==> config.mk <==
export PLATFORM = sky130hd
export DESIGN_NAME = fifo_sample_unpacker
export DESIGN_NICKNAME = d
export VERILOG_FILES = /design/src/rtl/fifo_sample_unpacker.sv
export SDC_FILE = /design/constraint.sdc
export NUM_CORES = 1
export LEC_CHECK = 0
export ABC_AREA = 1
export BUFFER_PORTS_ARGS = -buffer_cell sky130_fd_sc_hd__buf_4
export CELL_PAD_IN_SITES_DETAIL_PLACEMENT = 2
export CELL_PAD_IN_SITES_GLOBAL_PLACEMENT = 2
export CORE_MARGIN = 1.5
export CORE_UTILIZATION = 32
export CTS_CLUSTER_DIAMETER = 30
export DETAILED_ROUTE_END_ITERATION = 6
export PLACE_DENSITY = 0.94
export SLEW_MARGIN = 30
export SYNTH_ARGS = -nofsm -noshare
export SYNTH_HDL_FRONTEND = slang
export SYNTH_SLANG_ARGS = --single-unit
==> constraint.sdc <==
create_clock -name clk -period 6.39 [get_ports clk]
set_clock_uncertainty 0.2 [all_clocks]
set_input_delay 0.9585 -clock clk [delete_from_list [all_inputs] [get_ports clk]]
set_output_delay 0.9585 -clock clk [all_outputs]
set_load 0.01 [all_outputs]
==> src/rtl/fifo_sample_unpacker.sv <==
module fifo_sample_unpacker #(
  parameter int WORD_W = 64,
  parameter int AUD_W  = 24,
  parameter int MSB_W  = 5
) (
  input  logic              clk,
  input  logic              rst_n,
  input  logic              word_valid,
  input  logic [WORD_W-1:0] word_data,
  output logic              word_ready,
  input  logic [2:0]        cfg_type,
  input  logic [MSB_W-1:0]  cfg_msb,
  input  logic [1:0]        cfg_chmask,
  output logic              smp_valid,
  input  logic              smp_ready,
  output logic [AUD_W-1:0]  smp_data,
  output logic              smp_right
);
  localparam int IDX_W = $clog2(WORD_W / 8);
  localparam int TOP   = AUD_W - 1;

  logic [WORD_W-1:0] word_q;
  logic              full, phase;
  logic [IDX_W-1:0]  idx, last_idx;
  logic [2:0]        cw_log;
  logic [31:0]       raw;
  logic              mono, last_beat;

  assign mono       = cfg_chmask == 2'b01;
  assign word_ready = !full;
  assign smp_valid  = full;
  assign smp_right  = mono ? phase : idx[0];
  assign cw_log     = (cfg_type == 3'd0) ? 3'd3 : (cfg_type == 3'd2) ? 3'd4 : 3'd5;
  assign last_idx   = IDX_W'((WORD_W >> cw_log) - 1);
  assign last_beat  = (idx == last_idx) && (!mono || phase);

  always_comb begin
    logic [WORD_W-1:0] shifted;
    logic [32:0]       keep;
    shifted = word_q >> ({{(WORD_W-IDX_W){1'b0}}, idx} << cw_log);
    keep    = (33'd2 << cfg_msb) - 33'd1;
    raw     = shifted[31:0] & keep[31:0] & ((32'd1 << (32'd1 << cw_log)) - 32'd1 | {32{cw_log == 3'd5}});
    if (int'(cfg_msb) >= TOP) smp_data = AUD_W'(raw >> (int'(cfg_msb) - TOP));
    else                      smp_data = AUD_W'(raw << (TOP - int'(cfg_msb)));
  end

  always_ff @(posedge clk) begin
    if (!rst_n) begin
      word_q <= '0;
      full   <= 1'b0;
      phase  <= 1'b0;
      idx    <= '0;
    end else if (word_valid && word_ready) begin
      word_q <= word_data;
      full   <= 1'b1;
      phase  <= 1'b0;
      idx    <= '0;
    end else if (smp_valid && smp_ready) begin
      if (mono && !phase) phase <= 1'b1;
      else begin
        phase <= 1'b0;
        if (last_beat) full <= 1'b0;
        else           idx  <= idx + 1'b1;
      end
    end
  end

  a_r2_load_presents: assert property (@(posedge clk) disable iff (!rst_n)
    word_valid && word_ready |=> smp_valid);
  a_r10_hold_stalled: assert property (@(posedge clk) disable iff (!rst_n)
    smp_valid && !smp_ready |=> smp_valid && $stable(smp_data) && $stable(smp_right));
  a_r11_req_after_last: assert property (@(posedge clk) disable iff (!rst_n)
    $rose(word_ready) |-> $past(smp_valid && smp_ready));
  a_r9_mono_repeat: assert property (@(posedge clk) disable iff (!rst_n)
    smp_valid && smp_ready && mono && !smp_right |=> smp_valid && smp_right && $stable(smp_data));
  a_r8_stereo_alternate: assert property (@(posedge clk) disable iff (!rst_n)
    smp_valid && smp_ready && !mono && !smp_right |=> smp_valid && smp_right);
endmodule

==> impl_metrics.env <==
export IMPL_status="completed"
export IMPL_start_util=0.325
export IMPL_yosysTopAreaCell="nand2_1"
export IMPL_grt_max_degree=98
export IMPL_worstMarginPinSlew_ns=0.897
export IMPL_cp_end_kind="output pin"
export IMPL_criticalPathCategory="input pin to output pin"
export IMPL_core_area_um2=28700
export IMPL_relSlewSlack=0.400
export IMPL_final_antenna_net_count=0
export IMPL_clock_latency_ns=0.36
export IMPL_synth_top_area_frac=0.233
export IMPL_final_cell_count_no_fill=2222
export IMPL_area_delta_synth_final_pct=13.2
export IMPL_rsz0062_at_grt="no"
export IMPL_async_flop_share=0
export IMPL_synth_seq_cells=69
export IMPL_wl_per_cell_um=23.5
export IMPL_drv_slew=0
export IMPL_antenna_cells=0
export IMPL_grt_pass1_vias=13900
export IMPL_drive_above_1_share=0.115
export IMPL_dp_cells=2206
export IMPL_synth_cell_type_count=47
export IMPL_cts_buffers=9
export IMPL_setup_viol=0
export IMPL_arrival_ns=4.83
export IMPL_postCtsSetupBuffers=0
export IMPL_pin_count=105
export IMPL_syn_area_um2=9330
export IMPL_final_hold_violation_count=0
export IMPL_drc_errors=0
export IMPL_cp_required_ns=5.23
export IMPL_yosysWarnings=0
export IMPL_fin_crit_sh=0.937
export IMPL_ys_flop_type="dfxtp_1"
export IMPL_vias=13000
export IMPL_vias_per_cell=5.86
export IMPL_ys_seq_area_frac=0.148
export IMPL_fin_nets=1924
export IMPL_num_rows=62
export IMPL_clkTransAtPathRegs_ns=0.06
export IMPL_drt_wl_total_um=52200
export IMPL_power_mw=1.87
export IMPL_place_hpwl_um=41000
export IMPL_grt_pass1_wl_um=80400
export IMPL_fp_dieArea_um2=30200
export IMPL_drv_cap=0
export IMPL_firstDrtPassIters=5
export IMPL_startpoint_type="input pin"
export IMPL_fin_hold_ws_ns=0.284
export IMPL_max_freq_ghz=0.167
export IMPL_dieWidth_um=174
export IMPL_ctsHoldBuffers=0
export IMPL_grt_overflow_total=0
export IMPL_drtIter0Drc=1073
export IMPL_clk_path_buf_depth=2
export IMPL_grtUsageTotal=0.342
export IMPL_ir_drop_mv=0.249
export IMPL_syn_inst=1798
export IMPL_die_h_um=174
export IMPL_fill_cells=3839
export IMPL_gp_congestion=0.956
export IMPL_cts_root_buf="clkbuf_16"
export IMPL_hold_class="register to register"
export IMPL_cp_max_fo=33
export IMPL_power_leakage_nw=5.35
export IMPL_p_per_area_nw_per_um2=177
export IMPL_cts_tree="yes"
export IMPL_synth_area_per_cell_um2=5.19
export IMPL_synth_edff_count=0
export IMPL_setup_tns_ns=0
export IMPL_antenna_found_initial=0
export IMPL_cts_htree_levels=3
export IMPL_layout_min_cycle_time_ns=5.99
export IMPL_clock_sinks=69
export IMPL_synthTopCellsByArea="nand2_1 23%, nand3_1 18%, dfxtp_1 15%, nor2_1 8.7%, o21ai_0 5.5%"
export IMPL_port_buffers=104
export IMPL_ctsResizeCount=0
==> synthesized netlist by cell type, types with 14 or more instances <==
master	instances
buf_2	42
nand3_1	332
nor2_2	14
dfxtp_1	69
nand4_1	55
inv_1	114
a21oi_1	76
o21ai_0	102
clkbuf_1	44
nand2_1	578
nor2_1	216
o21ai_1	23
==> worst max-delay path, cell delays in order <==
cell and delay [ns]:
buf_4 0.12, inv_2 0.11, nand2_4 0.13, inv_2 0.09, ha_1 0.27, nand2_2 0.27, nand2_2 0.47, nor2_1 0.52
a21oi_1 0.18, o21ai_1 0.12, nand2_1 0.06, nor2_1 0.37, nand2_1 0.20, nand2_1 0.12, nand2_1 0.06, nor2_1 0.20
inv_1 0.09, a21oi_1 0.13, o21ai_0 0.13, nand2_1 0.10, buf_4 0.12
==> per-stage QoR <==
step                      setup slack [ns]   util  cell area (um2)
final                                0.403  0.368            10600
after global routing                 0.123  0.368            10600
after CTS                            0.507  0.368            10600
after floorplan                       1.69      -             9330
after detailed placement             0.560  0.358            10300
after global placement               0.830  0.358            10300
==> worst paths after layout <==
kind               start            to  slack, ns  cells past startpoint
max          cfg_type[1]  smp_data[10]       0.40                     21
min            word_q[6]     word_q[6]       0.28                      2
max reg2reg    smp_valid        idx[0]       4.08                      7
min reg2reg    word_q[6]     word_q[6]       0.28                      2
==> cells in the final DEF, fill, tap and decap left out, drive strengths merged, types with 15 or more instances in the layout <==
cell,netlist,layout
a21oi,79,79
buf,60,127
dfxtp,69,69
inv,127,129
nand2,591,591
nand3,342,342
nand4,56,56
nor2,235,235
o211ai,15,15
o21ai,130,130
==> power breakdown <==
group          switching, mW  internal (mW)  total, mW
registers             0.0366          0.466      0.502
clock network          0.223          0.266      0.489
logic                  0.624          0.257      0.881
==> logic make-up (layout without fill, tap and decap cells) <==
family,count (synthesis),in the layout,share of synthesized area
other,1,2,0.000402
AOI/OAI and AO/OA,235,235,0.138
DFF,69,69,0.148
and+or+nand+nor,1239,1239,0.583
xor gates and xnor gates,6,6,0.00644
buffers and inverters,235,274,0.107
adders and majority gates,13,13,0.0174
==> flip-flops by register name, indices dropped and copies added (netlist names) <==
signal and flops:
word_q 64, idx 3, phase 1, smp_valid 1
==> final cells by class <==
cell class | instances | area (um2) | share of cell area
Clock buffer | 10 | 229 | 0.0217
Clock inverter | 6 | 46.3 | 0.00438
Inverter | 131 | 492 | 0.0466
Multi-Input combinational cell | 1495 | 6950 | 0.658
Sequential cell | 69 | 1380 | 0.131
Tap cell | 384 | 480 | 0.0455
Timing Repair Buffer | 127 | 978 | 0.0927
==> per-layer routing <==
metal  up-vias  global-route usage  wire length, um
met5         -                   0                0
met2       452               0.585            25000
met3       150              0.0430             2540
met1      6436               0.409            21400
li1       5993                   -                -
met4         0               0.209             3320
(Power assumes the default switching activity.)
